**src/rtl/acfg_pkg.sv**
```systemverilog
package acfg_pkg;

  typedef enum logic [1:0] {
    SZ_NONE = 2'd0,
    SZ_512K = 2'd1,
    SZ_1M   = 2'd2,
    SZ_2M   = 2'd3
  } ram_size_e;

  // RAM extent in 64 KB blocks for each size code
  function automatic logic [5:0] size_blocks(ram_size_e s);
    case (s)
      SZ_512K: size_blocks = 6'd8;
      SZ_1M:   size_blocks = 6'd16;
      SZ_2M:   size_blocks = 6'd32;
      default: size_blocks = 6'd0;
    endcase
  endfunction

endpackage

```
**src/rtl/acfg_strap_classifier.sv**
```systemverilog
module acfg_strap_classifier
  import acfg_pkg::*;
#(
  parameter int PHASES = 8
) (
  input  logic      clk,
  input  logic      rst_n,
  input  logic      ref_i,
  input  logic      strap_i,
  output ram_size_e size_o,
  output logic      valid_o
);

  localparam int CNT_W = (PHASES > 2) ? $clog2(PHASES) : 1;
  localparam logic [CNT_W-1:0] LAST = CNT_W'(PHASES - 1);

  logic             ref_q, ref_d;
  logic [CNT_W-1:0] cnt_q, cnt_d;
  logic             hi_q, hi_d, lo_q, lo_d, eq_q, eq_d, ne_q, ne_d;
  ram_size_e        size_q, size_d;
  logic             valid_q, valid_d;

  logic phase_edge;
  logic hi_n, lo_n, eq_n, ne_n;

  assign phase_edge = ref_i ^ ref_q;

  always_comb begin
    ref_d   = ref_i;
    cnt_d   = cnt_q;
    hi_d    = hi_q;
    lo_d    = lo_q;
    eq_d    = eq_q;
    ne_d    = ne_q;
    size_d  = size_q;
    valid_d = valid_q;
    // evidence including the sample taken on this phase
    hi_n    = hi_q | strap_i;
    lo_n    = lo_q | ~strap_i;
    eq_n    = eq_q | (strap_i == ref_i);
    ne_n    = ne_q | (strap_i != ref_i);
    if (phase_edge) begin
      if (cnt_q == LAST) begin
        cnt_d   = '0;
        hi_d    = 1'b0;
        lo_d    = 1'b0;
        eq_d    = 1'b0;
        ne_d    = 1'b0;
        valid_d = 1'b1;
        if (!hi_n)      size_d = SZ_NONE;
        else if (!lo_n) size_d = SZ_2M;
        else if (!ne_n) size_d = SZ_1M;
        else if (!eq_n) size_d = SZ_512K;
        else begin
          size_d  = SZ_NONE;
          valid_d = 1'b0;
        end
      end else begin
        cnt_d = cnt_q + 1'b1;
        hi_d  = hi_n;
        lo_d  = lo_n;
        eq_d  = eq_n;
        ne_d  = ne_n;
      end
    end
  end

  always_ff @(posedge clk or negedge rst_n) begin
    if (!rst_n) begin
      ref_q   <= 1'b0;
      cnt_q   <= '0;
      hi_q    <= 1'b0;
      lo_q    <= 1'b0;
      eq_q    <= 1'b0;
      ne_q    <= 1'b0;
      size_q  <= SZ_NONE;
      valid_q <= 1'b0;
    end else begin
      ref_q <= ref_d;
      if (phase_edge) begin
        cnt_q   <= cnt_d;
        hi_q    <= hi_d;
        lo_q    <= lo_d;
        eq_q    <= eq_d;
        ne_q    <= ne_d;
        size_q  <= size_d;
        valid_q <= valid_d;
      end
    end
  end

  assign size_o  = size_q;
  assign valid_o = valid_q;

endmodule

```
**src/rtl/acfg_cfg_regs.sv**
```systemverilog
module acfg_cfg_regs
  import acfg_pkg::*;
#(
  parameter int                 BLK_W    = 8,
  parameter int                 OFS_W    = 16,
  parameter logic [OFS_W-1:0]   OFS_STAT = 16'h0000,
  parameter logic [OFS_W-1:0]   OFS_BASE = 16'h0002
) (
  input  logic             clk,
  input  logic             rst_n,
  input  logic             wr_stb,
  input  logic [BLK_W-1:0] wdata,
  input  logic [OFS_W-1:0] rd_ofs,
  input  ram_size_e        size,
  input  logic             size_valid,
  output logic [BLK_W-1:0] base_o,
  output logic             configured_o,
  output logic [BLK_W-1:0] rd_word
);

  logic [BLK_W-1:0] base_q, base_d;
  logic             cfg_q, cfg_d;

  always_comb begin
    base_d = base_q;
    cfg_d  = cfg_q;
    if (wr_stb) begin
      base_d = wdata;
      cfg_d  = 1'b1;
    end
  end

  always_ff @(posedge clk or negedge rst_n) begin
    if (!rst_n) begin
      base_q <= '0;
      cfg_q  <= 1'b0;
    end else if (wr_stb) begin
      base_q <= base_d;
      cfg_q  <= cfg_d;
    end
  end

  always_comb begin
    if (rd_ofs == OFS_STAT)
      rd_word = {{(BLK_W-4){1'b0}}, cfg_q, size_valid, size};
    else if (rd_ofs == OFS_BASE)
      rd_word = base_q;
    else
      rd_word = '0;
  end

  assign base_o       = base_q;
  assign configured_o = cfg_q;

endmodule

```
**src/rtl/acfg_decode.sv**
```systemverilog
module acfg_decode
  import acfg_pkg::*;
#(
  parameter int               ADDR_W  = 24,
  parameter int               BLK_W   = 8,
  parameter logic [BLK_W-1:0] CFG_BLK = 8'hE8
) (
  input  logic [ADDR_W-1:0] addr,
  input  logic [BLK_W-1:0]  base,
  input  logic              configured,
  input  ram_size_e         size,
  output logic              cfg_hit,
  output logic              rom_hit,
  output logic              ram_hit
);

  logic [BLK_W-1:0] blk, rel, nblk;

  assign blk  = addr[ADDR_W-1 -: BLK_W];
  assign rel  = blk - base;
  assign nblk = {{(BLK_W-6){1'b0}}, size_blocks(size)};

  always_comb begin
    cfg_hit = (blk == CFG_BLK);
    rom_hit = configured && !cfg_hit && (rel == '0);
    ram_hit = configured && !cfg_hit && (rel != '0) && (rel <= nblk);
  end

endmodule

```
**src/rtl/acfg_expansion_select.sv**
```systemverilog
module acfg_expansion_select
  import acfg_pkg::*;
#(
  parameter int                 ADDR_W        = 24,
  parameter int                 BLK_W         = 8,
  parameter logic [BLK_W-1:0]   CFG_BLK       = 8'hE8,
  parameter int                 STRAP_PERIODS = 4,
  parameter int                 OFS_W         = ADDR_W - BLK_W,
  parameter logic [OFS_W-1:0]   OFS_STAT      = 16'h0000,
  parameter logic [OFS_W-1:0]   OFS_BASE_RD   = 16'h0002,
  parameter logic [OFS_W-1:0]   OFS_BASE_WR   = 16'h0048
) (
  input  logic              clk,
  input  logic              rst_n,
  input  logic              ref_clk_i,
  input  logic              size_strap_i,
  input  logic              bus_as_n_i,
  input  logic              bus_rw_i,
  input  logic [ADDR_W-1:0] bus_addr_i,
  input  logic [BLK_W-1:0]  bus_wdata_i,
  output logic [BLK_W-1:0]  cfg_rdata_o,
  output logic              ram_sel_n_o,
  output logic              rom_cs_n_o,
  output logic              slave_n_o,
  output logic              dtack_n_o
);

  localparam int PHASES = 2 * STRAP_PERIODS;

  logic [1:0] rst_pipe;
  logic       rst_ns;

  always_ff @(posedge clk or negedge rst_n) begin
    if (!rst_n) rst_pipe <= 2'b00;
    else        rst_pipe <= {rst_pipe[0], 1'b1};
  end
  assign rst_ns = rst_pipe[1];

  ram_size_e        size;
  logic             size_valid;
  logic [BLK_W-1:0] base;
  logic             configured;
  logic [BLK_W-1:0] rd_word;
  logic             cfg_hit, rom_hit, ram_hit;
  logic             as_q;
  logic             strobe, strobe_start, wr_stb;

  acfg_strap_classifier #(.PHASES(PHASES)) u_strap (
    .clk     (clk),
    .rst_n   (rst_ns),
    .ref_i   (ref_clk_i),
    .strap_i (size_strap_i),
    .size_o  (size),
    .valid_o (size_valid)
  );

  acfg_decode #(.ADDR_W(ADDR_W), .BLK_W(BLK_W), .CFG_BLK(CFG_BLK)) u_dec (
    .addr       (bus_addr_i),
    .base       (base),
    .configured (configured),
    .size       (size),
    .cfg_hit    (cfg_hit),
    .rom_hit    (rom_hit),
    .ram_hit    (ram_hit)
  );

  assign strobe       = !bus_as_n_i;
  assign strobe_start = strobe && as_q;
  assign wr_stb       = strobe_start && !bus_rw_i && cfg_hit &&
                        (bus_addr_i[OFS_W-1:0] == OFS_BASE_WR);

  acfg_cfg_regs #(
    .BLK_W(BLK_W), .OFS_W(OFS_W), .OFS_STAT(OFS_STAT), .OFS_BASE(OFS_BASE_RD)
  ) u_regs (
    .clk          (clk),
    .rst_n        (rst_ns),
    .wr_stb       (wr_stb),
    .wdata        (bus_wdata_i),
    .rd_ofs       (bus_addr_i[OFS_W-1:0]),
    .size         (size),
    .size_valid   (size_valid),
    .base_o       (base),
    .configured_o (configured),
    .rd_word      (rd_word)
  );

  logic             slave_d, rom_d, ram_d, dtack_d;
  logic [BLK_W-1:0] rdata_d;

  always_comb begin
    slave_d = !(strobe && cfg_hit);
    rom_d   = !(strobe && rom_hit);
    ram_d   = !(strobe && ram_hit);
    dtack_d = !(strobe && ((cfg_hit && !slave_n_o) || (rom_hit && !rom_cs_n_o)));
    rdata_d = (strobe && bus_rw_i && cfg_hit) ? rd_word : '0;
  end

  always_ff @(posedge clk or negedge rst_ns) begin
    if (!rst_ns) begin
      as_q        <= 1'b1;
      slave_n_o   <= 1'b1;
      rom_cs_n_o  <= 1'b1;
      ram_sel_n_o <= 1'b1;
      dtack_n_o   <= 1'b1;
      cfg_rdata_o <= '0;
    end else begin
      as_q        <= bus_as_n_i;
      slave_n_o   <= slave_d;
      rom_cs_n_o  <= rom_d;
      ram_sel_n_o <= ram_d;
      dtack_n_o   <= dtack_d;
      cfg_rdata_o <= rdata_d;
    end
  end

endmodule

```
**config.mk**
```make
export PLATFORM = sky130hd
export DESIGN_NAME = acfg_expansion_select
export DESIGN_NICKNAME = d
export VERILOG_FILES = /design/src/rtl/acfg_pkg.sv /design/src/rtl/acfg_strap_classifier.sv /design/src/rtl/acfg_cfg_regs.sv /design/src/rtl/acfg_decode.sv /design/src/rtl/acfg_expansion_select.sv
export SDC_FILE = /design/constraint.sdc
export NUM_CORES = 1
export LEC_CHECK = 0
export ABC_AREA = 1
export BUFFER_PORTS_ARGS = -buffer_cell sky130_fd_sc_hd__buf_2
export CAP_MARGIN = 5
export CELL_PAD_IN_SITES_DETAIL_PLACEMENT = 0
export CELL_PAD_IN_SITES_GLOBAL_PLACEMENT = 1
export CORE_MARGIN = 2
export CORE_UTILIZATION = 40
export CTS_BUF_LIST = sky130_fd_sc_hd__clkbuf_4
export DETAILED_ROUTE_END_ITERATION = 10
export GPL_TIMING_DRIVEN = 0
export PLACE_DENSITY = 0.83
export SLEW_MARGIN = 20
export SYNTH_ARGS = -nofsm -noshare
export SYNTH_HDL_FRONTEND = slang
export SYNTH_SLANG_ARGS = --single-unit
```
**constraint.sdc**
```tcl
create_clock -name clk -period 1.2 [get_ports clk]
set_input_delay 0.06 -clock clk [delete_from_list [all_inputs] [get_ports clk]]
set_output_delay 0.06 -clock clk [all_outputs]
set_load 0.02 [all_outputs]
```
==> summary.txt, run 1 <==
Layout
  • Fin cells: 403
  • Diode count: 0
  • Area Growth Syn to Fin: 41.1%
  • Final nets: 382
  • Fraction of layout cells with a size suffix above 1: 39.6%

STA
  • Setup violations, final: 14
  • Tightest Pin Transition: 0.707 ns
  • Max Clock Freq: 523 MHz
  • Min Tclk post-route: 1.91 ns
  • Fin. Hold Viols: 0
  • Clock skew: 0.00687 ns
  • Worst setup margin: -0.712 ns
  • Tcrit/Tclk final: 159%
  • Unrepaired setup endpoints after global routing: yes
  • Max-slew violation count: 0
  • Max-slew headroom: 52.9%

Synthesis
  • Syn Nets: 300
  • Area leader, netlist: dfrtp_1
  • Distinct cells, synth: 35
  • Post-synth top area share: 36.7%
  • Post-Syn Area per Cell: 8.18 µm²
  • Mapped Area: 2040 µm²
  • Count leader, synth: nand2_1
  • Post-synth EDFFs: 0
  • Post-synthesis instance total: 250
  • Post-synth top cells: 55 x nand2_1, 49 x inv_1, 30 x dfrtp_1
  • Synth area leaders: dfrtp_1 37%, nand2_1 10%, inv_1 9.0%
  • Asr flop ratio synth: 100%
  • Top_reg_cell synth: dfrtp_1
  • Flops & latches, synth: 35
  • Ys Warns: 0
  • Sequential-to-total area share from yosys stat: 43.1%

Place
  • Post-Place Worst Slack: -0.765 ns
  • GP Congestion: 0.773
  • Placed Cells: 369
  • Port Buf Inserts: 49
  • DP HPWL: 3.41 mm

Route
  • Post-Route WL: 4.62 mm
  • DR pass1 iterations: 4
  • Post-DRT Antenna Nets: 0
  • Wire per inst: 11.5 µm
  • Via count: 1835
  • DRC violations left: 0
  • Vias/cell: 4.55
  • DRT iter0 DRCs: 58

CTS
  • Worst-path clk slew: 0.10 ns
  • CTS Buf Count: 5
  • H-Tree Depth: 2
  • Clk_lat worst skew: 0.33 ns
  • CTS max path bufs: 2
  • Sinks on the clock net: 35
  • CTS tree: done
  • Clk Tree Root Cell: clkbuf_4

Setup path
  • Worst Path Class, Setup: flop to flop
  • Worst setup SP type: flop
  • CP arrival: 2.17 ns
  • Crit. End Element: flop
  • WP data required: 1.46 ns
  • Crit-path max FO: 4

Global route
  • GR Util met2: 32.0%
  • Largest net degree at the start of global routing: 34
  • Antenna violations before repair: 0
  • GR Util met3: 4.37%
  • Vias in the first global route: 1776
  • Met1 Use GR: 20.4%
  • Total GRT Usage: 17.7%
  • First-pass GRT wire length: 7.56 mm
  • Grt total ovfl: 0
  • GRT busiest layer: met2

Status
  • Status: finished, violations left
  • Failing checks: setup timing

Floorplan
  • Die height: 75.5 µm
  • # rows: 26
  • Initial Utilization: 40.8%
  • Die X: 75.5 µm
  • IO Count: 50
  • Core area: 5010 µm²
  • Full die area: 5700 µm²

Run
  • Max Cap Viol: 0

Pwr
  • Power density cells: 1040 nW/µm²
  • Power consumption: 3.00 mW
  • Static leakage: 1.48 nW
  • VDD IR-drop max: 0.864 mV

Min path
  • Hold crit path type: input port to async pin
-- path summary, 6_finish.rpt --
kind                                         to  cells past startpoint  slack (ns)             start
worst max-delay path                ram_sel_n_o                     11       -0.71  u_regs.base_o[2]
worst min-delay path                rst_pipe[1]                      2        0.03             rst_n
worst max register to register      ram_sel_n_o                     11       -0.71  u_regs.base_o[2]
worst min register to register  u_strap.valid_o                      0        0.32       rst_pipe[1]
max in group asynchronous        cfg_rdata_o[7]                      0        0.42       rst_pipe[1]
min in group clk                   u_strap.lo_q                      4        0.06      size_strap_i
-- report_power, final --
part | leakage (nW) | total, mW | internal (mW) | switching, mW
Sequential | 0.433 | 1.46 | 1.35 | 0.114
Combinational | 1.01 | 0.890 | 0.456 | 0.433
Clock | 0.0361 | 0.650 | 0.274 | 0.376
-- state kept, by name, summed over array words and instances, names as in the netlist --
register	cells
ram_sel_n_o	1
dtack_n_o	1
rst_pipe	2
u_strap.lo_q	1
slave_n_o	1
u_strap.valid_o	1
u_strap.size_o	2
u_strap.ne_q	1
rom_cs_n_o	1
u_strap.ref_q	1
u_strap.eq_q	1
u_regs.configured_o	1
u_strap.cnt_q	3
u_regs.base_o	8
u_strap.hi_q	1
as_q	1
cfg_rdata_o	8
-- stage by stage --
stage          TNS, ns  hold WS (ns)  instance area, µm²  utilization [%]
3_3_place_gp     -9.39        -0.154                2460             49.1
3_5_place_dp     -4.23        -0.154                2460             49.1
5_1_grt          -4.07        0.0174                2890             57.6
6_report         -2.97        0.0319                2890             57.6
2_1_floorplan    -1.16        -0.236                2130                -
4_1_cts          -3.30       0.00279                2820             56.3
-- logic make-up after synthesis --
family          count (synthesis)  synth area share (%)
simple gates                  117                  27.6
buf+inv                        51                  9.73
flops                          35                  43.1
compound gates                 29                  9.24
fa+ha+maj                      12                  7.34
xor+xnor                        3                  1.65
mux                             2                  1.10
other cells                     1                 0.183
-- cell type report --
| class | instances | area (µm²) |
|---|---|---|
| clock buffers | 7 | 52.6 |
| well taps | 70 | 87.6 |
| repair buffers | 75 | 502 |
| fillers | 509 | 2120 |
| multi-input cells | 164 | 1150 |
| clock inverters | 1 | 5.00 |
| flip-flops and latches | 35 | 883 |
| inverters | 50 | 188 |
| plain buffers | 1 | 15.0 |
-- placed cells by master (no fill, tap or decap), drive strengths merged, types with 6 or more instances in the layout --
cell	count
a21oi	6
inv	50
clkbuf	8
nand3	12
dlygate4sd3	13
nor2	27
dfrtp	30
buf	62
ha	12
nand2	57
o21ai	17
-- critical path, cell delays in order, from the launching register on --
cell	delay, ns
dfrtp_1	0.41
inv_2	0.10
ha_4	0.21
or2_4	0.25
nand3_2	0.08
nand3b_1	0.08
nand2_2	0.10
inv_2	0.05
ha_4	0.27
nand3_1	0.08
o21ai_1	0.13
nand4_1	0.09
-- per-layer routing --
| layer | vias up | part of all wire, % |
|---|---|---|
| li1 | 952 | - |
| met1 | 835 | 45 |
| met2 | 42 | 50 |
| met3 | 6 | 4.3 |
| met4 | 0 | 1.4 |
| met5 | - | 0 |
-- timing repair --
item | CTS | global route
pin swaps | 4 | 4
setup buffers | 7 | 5
hold endpoints to repair | 12 | 0
hold buffers | 13 | 0
cloned | 1 | 0
resized for setup | 22 | 12
endpoints found under the setup margin | 18 | 18
Note: power is estimated with default switching activity, not from simulation.
==> run 2, diff against run 1 <==
--- a/config.mk
+++ b/config.mk
@@ -11,11 +11,11 @@
 export CELL_PAD_IN_SITES_DETAIL_PLACEMENT = 0
 export CELL_PAD_IN_SITES_GLOBAL_PLACEMENT = 1
 export CORE_MARGIN = 2
-export CORE_UTILIZATION = 40
+export CORE_UTILIZATION = 30
 export CTS_BUF_LIST = sky130_fd_sc_hd__clkbuf_4
 export DETAILED_ROUTE_END_ITERATION = 10
 export GPL_TIMING_DRIVEN = 0
-export PLACE_DENSITY = 0.83
+export PLACE_DENSITY = 0.66
 export SLEW_MARGIN = 20
 export SYNTH_ARGS = -nofsm -noshare
 export SYNTH_HDL_FRONTEND = slang
==> constraint.sdc (replaced) <==
create_clock -name clk -period 1.8 [get_ports clk]
set_input_delay 0.09 -clock clk [delete_from_list [all_inputs] [get_ports clk]]
set_output_delay 0.09 -clock clk [all_outputs]
set_load 0.02 [all_outputs]
==> run 2 against run 1 <==
Effect of this change:
- clock power down 38%
- the run still ends with setup timing left
- non-clock buffer count fell by 13
- highest routed layer unchanged
- clock-buffer cell count fell by 1
- critical endpoint unchanged
- sequential share of layout area grew 2.7 points
- register-to-register slack improved by 0.62 ns
- wire length is 5.8% lower
- critical path type unchanged
- via count shrank 5.9%
- core utilization down 18 points
- critical path depth increased by 2
- combinational power shrank 43%
- design area fell by 8.0%
- global-route usage decreased by 5.3 points
==> summary.txt, run 2 (synthesis gave the netlist of run 1 again) <==
Status
  • Status: finished, violations left
  • Failing checks: setup timing

Route
  • Wire per inst: 10.9 µm
  • Via count: 1727
  • Post-DRT Antenna Nets: 0
  • DRC violations left: 0
  • DR pass1 iterations: 4
  • Vias/cell: 4.32
  • DRT iter0 DRCs: 30
  • Post-Route WL: 4.35 mm

Layout
  • Fraction of layout cells with a size suffix above 1: 31.9%
  • Diode count: 0
  • Final instance area: 2660 µm²
  • Area Growth Syn to Fin: 29.9%
  • Commonest non-fill, non-tap cell in the layout: nand2_1
  • Most frequent cells in the layout: 51 x nand2_1, 49 x buf_2, 47 x inv_1
  • Final nets: 369

Min path
  • Hold crit path type: input port to async pin

CTS
  • CTS Buf Count: 5
  • Worst-path clk slew: 0.10 ns
  • H-Tree Depth: 2
  • CTS tree: done
  • Clk_lat worst skew: 0.33 ns
  • Clk Tree Root Cell: clkbuf_4
  • Sinks on the clock net: 35
  • CTS max path bufs: 2

STA
  • Unrepaired setup endpoints after global routing: yes
  • Max-slew violation count: 0
  • Fin. Hold Viols: 0
  • Min Tclk post-route: 1.89 ns
  • Setup violations, final: 1
  • Worst setup margin: -0.0924 ns
  • Max Clock Freq: 528 MHz
  • Setup TNS: -0.0924 ns
  • Tcrit/Tclk final: 105%
  • Tightest Pin Transition: 0.715 ns
  • Max-slew headroom: 52.3%
  • Clock skew: 0.00902 ns

Floorplan
  • Die X: 86.6 µm
  • IO Count: 50
  • Full die area: 7490 µm²
  • Die height: 86.6 µm
  • # rows: 30
  • Initial Utilization: 30.6%
  • Core area: 6680 µm²

Global route
  • Total GRT Usage: 12.4%
  • First-pass GRT wire length: 7.27 mm
  • Vias in the first global route: 1643
  • Largest net degree at the start of global routing: 34
  • Grt total ovfl: 0
  • Antenna violations before repair: 0

Pwr
  • Power density cells: 708 nW/µm²
  • Reg power frac: 51.7%
  • VDD IR-drop max: 0.552 mV
  • Gate power share: 26.9%
  • Clock group share of total power: 21.5%
  • Switching part of the total: 30.5%
  • NetSw: 573 µW
  • Int Pwr: 1.31 mW
  • Static leakage: 1.37 nW

Setup path
  • CP arrival: 2.14 ns
  • R2R setup slack: -0.09 ns
  • Crit path largest cell delay: 0.40 ns
  • Crit-path max FO: 4
  • CP max stage cell: dfrtp_1
  • FF-to-FF Start: u_regs.base_o[2]
  • Worst Path Class, Setup: flop to flop
  • Crit path cell chain: inv_2 > ha_4 > or2_4 > nand3_2 > nand2_1 > nand2_1 > nand2_2 > inv_2 > ha_4 > a21oi_2 > o21ai_1 > o21ai_1 > nand4_1
  • Worst reg2reg path depth: 13
  • CP Capture Point: ram_sel_n_o
  • Worst R2R End: ram_sel_n_o
  • Worst setup SP type: flop
  • Crit. End Element: flop
  • CP startpoint: u_regs.base_o[2]
  • WP data required: 2.05 ns

Place
  • DP HPWL: 3.52 mm
  • Port Buf Inserts: 49
  • GP Congestion: 0.790
  • Placed cell areas: 2420 µm²

Run
  • Max Cap Viol: 0
-- run 2: cell type report --
| cell class | count | area [µm²] |
|---|---|---|
| flip-flops and latches | 35 | 883 |
| clock buffers | 6 | 45.0 |
| inverters | 50 | 188 |
| repair buffers | 62 | 370 |
| multi-input cells | 164 | 1050 |
| fillers | 725 | 4030 |
| well taps | 80 | 100 |
| plain buffers | 1 | 11.3 |
| clock inverters | 2 | 7.51 |
-- run 2: worst min path at each step --
stage	startpoint	to	depth (start not counted)
2_1_floorplan	rst_n	rst_pipe[0]	0
3_3_place_gp	rst_n	rst_pipe[0]	1
3_5_place_dp	rst_n	rst_pipe[0]	1
4_1_cts	rst_n	rst_pipe[1]	2
5_1_grt	rst_n	rst_pipe[1]	2
6_report	rst_n	rst_pipe[1]	2
-- run 2: critical path, delay by kind of cell (launching register included) --
kind,cells,cell delay [ns]
AND/OR/NAND/NOR,6,0.61
adder cells (fa/ha/maj),2,0.41
flip-flops,1,0.40
AO/OA/AOI/OAI,3,0.26
buffers and inverters,2,0.16
-- run 2: power groups by stage --
stage               registers, mW  logic [mW]  clock network, mW
detailed placement          0.988       0.471                  0
floorplan                   0.972       0.349                  0
finish                      0.971       0.505              0.403
global route                0.990       0.586              0.459
CTS                         0.974       0.511              0.424
global placement            0.984       0.459                  0
-- run 2: stage by stage --
stage / util [%] / setup WS, ns / cells / total power [mW] / hold WS (ns)
after floorplan: - / 0.00635 / 250 / 1.32 / -0.206
after global placement: 36.2 / -0.200 / 379 / 1.44 / -0.125
after detailed placement: 36.2 / -0.222 / 379 / 1.46 / -0.124
after CTS: 39.4 / -0.104 / 399 / 1.91 / 0.0342
after global routing: 39.7 / -0.273 / 400 / 2.04 / 0.0304
final: 39.7 / -0.0924 / 400 / 1.88 / 0.0581
-- run 2: layer usage --
metal	GRT usage [%]	vias up	part of all wire (%)
li1	-	926	-
met3	2.19	10	2.8
met4	4.40	0	2.3
met5	0	-	0
met1	16.4	766	48
met2	20.3	25	47
-- run 2: timing repair --
| action | 4_1_cts | 5_1_grt |
|---|---|---|
| setup buffers | 1 | 1 |
| hold buffers | 11 | 0 |
| gates resized for setup | 9 | 2 |
| pin swaps | 3 | 1 |
| gates cloned | 0 | 0 |
| setup endpoints to repair | 1 | 3 |
| hold endpoints to repair | 12 | 0 |
==> run 3, diff against run 2 <==
--- a/config.mk
+++ b/config.mk
@@ -13,9 +13,11 @@
 export CORE_MARGIN = 2
 export CORE_UTILIZATION = 30
 export CTS_BUF_LIST = sky130_fd_sc_hd__clkbuf_4
+export CTS_CLUSTER_DIAMETER = 30
 export DETAILED_ROUTE_END_ITERATION = 10
 export GPL_TIMING_DRIVEN = 0
 export PLACE_DENSITY = 0.66
+export SETUP_SLACK_MARGIN = 0.2
 export SLEW_MARGIN = 20
 export SYNTH_ARGS = -nofsm -noshare
 export SYNTH_HDL_FRONTEND = slang
==> run 3 against run 2 <==
Effect of this change:
- the flow still finishes with violations (setup timing)
- largest power group unchanged
- register-to-register slack about the same
- power increased by 0.67%
- sequential cell count unchanged
- clock-buffer cell count decreased by 1
- sequential share of layout area decreased by 0.43 points
- core utilization increased by 0.52 points
- non-clock buffer count decreased by 1
- sequential power about the same
- design area increased by 1.3%
- clock power about the same
- hold slack got worse by 0.013 ns
- maximum frequency decreased by 0.61%
==> summary.txt, run 3 (synthesis gave the netlist of run 1 again) <==
Status
  • Status: finished, violations left
  • Failing checks: setup timing

CTS
  • CTS Buf Count: 5
  • Sinks on the clock net: 35
  • Clk_lat worst skew: 0.34 ns
  • CTS tree: done
  • CTS max path bufs: 2
  • Clk Tree Root Cell: clkbuf_4
  • Worst-path clk slew: 0.11 ns
  • H-Tree Depth: 2

STA
  • Setup violations, final: 1
  • Max-slew headroom: 52.0%
  • Tcrit/Tclk final: 106%
  • Hold_ws: 0.0447 ns
  • Clock skew: 0.00926 ns
  • Min Tclk post-route: 1.90 ns
  • Unrepaired setup endpoints after global routing: yes
  • Max-slew violation count: 0
  • Tightest Pin Transition: 0.720 ns
  • Max Clock Freq: 525 MHz
  • Worst setup margin: -0.104 ns
  • Fin. Hold Viols: 0

Global route
  • Antenna violations before repair: 0
  • Total GRT Usage: 13.2%
  • Largest net degree at the start of global routing: 34
  • First-pass GRT wire length: 7.71 mm
  • Vias in the first global route: 1675
  • Grt total ovfl: 0

Setup path
  • WP data required: 2.07 ns
  • Crit-path max FO: 4
  • CP arrival: 2.17 ns
  • Crit. End Element: flop
  • CP max stage cell: dfrtp_1
  • Worst Path Class, Setup: flop to flop
  • Crit path cell chain: inv_2 > ha_4 > or2_4 > nand3_2 > nand2_1 > nand2_1 > nand2_2 > inv_2 > ha_4 > a21oi_2 > o21ai_1 > o21ai_1 > nand4_1
  • Crit path largest cell delay: 0.40 ns
  • Worst setup SP type: flop

Pwr
  • Static leakage: 1.38 nW
  • Power density cells: 703 nW/µm²
  • Power consumption: 1.89 mW
  • VDD IR-drop max: 0.373 mV

Layout
  • Final nets: 368
  • Fraction of layout cells with a size suffix above 1: 33.9%
  • Area Growth Syn to Fin: 31.6%
  • Diode count: 0
  • Fillers: 740
  • Most frequent cells in the layout: 50 x nand2_1, 49 x buf_2, 43 x inv_1
  • Commonest non-fill, non-tap cell in the layout: nand2_1

Place
  • Post-Place Worst Slack: -0.206 ns
  • Port Buf Inserts: 49
  • DP HPWL: 3.62 mm
  • GP Congestion: 0.751

Route
  • Via count: 1743
  • DRC violations left: 0
  • Post-Route WL: 4.53 mm
  • Post-DRT Antenna Nets: 0
  • DR pass1 iterations: 4
  • Vias/cell: 4.37
  • DRT iter0 DRCs: 29
  • Wire per inst: 11.4 µm

Floorplan
  • Initial Utilization: 30.6%
  • Die height: 86.6 µm
  • Full die area: 7490 µm²
  • Core area: 6680 µm²
  • Die X: 86.6 µm
  • IO Count: 50
  • # rows: 30

Min path
  • Hold crit path type: input port to async pin

Run
  • Max Cap Viol: 0
[run 3: cell types whose count changed in the layout (fill, tap and decap cells not counted), sizes merged]
| cell | change |
|---|---|
| buf | -1 |
| clkbuf | -1 |
| clkinvlp | +1 |
[run 3: worst paths after layout]
kind	start	to	slack [ns]	depth (start not counted)
max in group asynchronous	rst_pipe[1]	cfg_rdata_o[6]	1.01	0
hold / removal	rst_n	rst_pipe[1]	0.04	2
hold reg to reg	rst_pipe[1]	u_strap.valid_o	0.32	0
setup reg to reg	u_regs.base_o[2]	ram_sel_n_o	-0.10	13
min in group clk	size_strap_i	u_strap.lo_q	0.08	4
setup / recovery	u_regs.base_o[2]	ram_sel_n_o	-0.10	13
[run 3: per-layer routing]
| metal | vias up | wire (µm) | GRT usage [%] |
|---|---|---|---|
| met5 | - | 0 | 0 |
| met4 | 0 | 87 | 5.82 |
| met3 | 8 | 127 | 2.29 |
| met2 | 24 | 2220 | 21.7 |
| met1 | 789 | 2100 | 16.9 |
| li1 | 922 | - | - |
[run 3: metrics by stage]
step | std cells | instance area, µm² | TNS, ns | utilization, %
finish | 399 | 2690 | -0.104 | 40.3
global route | 399 | 2690 | -0.257 | 40.3
floorplan | 250 | 2080 | 0 | -
detailed placement | 379 | 2430 | -0.206 | 36.3
CTS | 398 | 2650 | -0.138 | 39.7
global placement | 379 | 2430 | -0.170 | 36.3
[run 3: cell type report]
type	count	area, µm²	share of cell area [%]
sequential	35	883	32.8
multi-input combinational	164	1090	40.6
clock inverter	3	15.0	0.558
buffer	1	11.3	0.419
inverter	50	188	6.98
timing repair buffer	61	363	13.5
tap	80	100	3.72
clock buffer	5	37.5	1.40
[run 3: power by group]
part	internal, mW	switching [mW]
registers	0.900	0.0711
clock network	0.143	0.263
logic	0.248	0.266
[run 3: critical path: cells and delay by family (launching register included)]
family / cells / cell delay [ns]
fa+ha+maj: 2 / 0.41
simple gates: 6 / 0.63
flops: 1 / 0.40
compound gates: 3 / 0.25
buf+inv: 2 / 0.16
[run 3: what timing repair did]
item                                   in CTS  in global routing
resized for setup                          11                  6
endpoints found under the hold margin      12                  0
pin swaps                                   2                  5
hold buffers                               11                  0
setup endpoints to repair                   3                  9
setup buffers                               0                  1
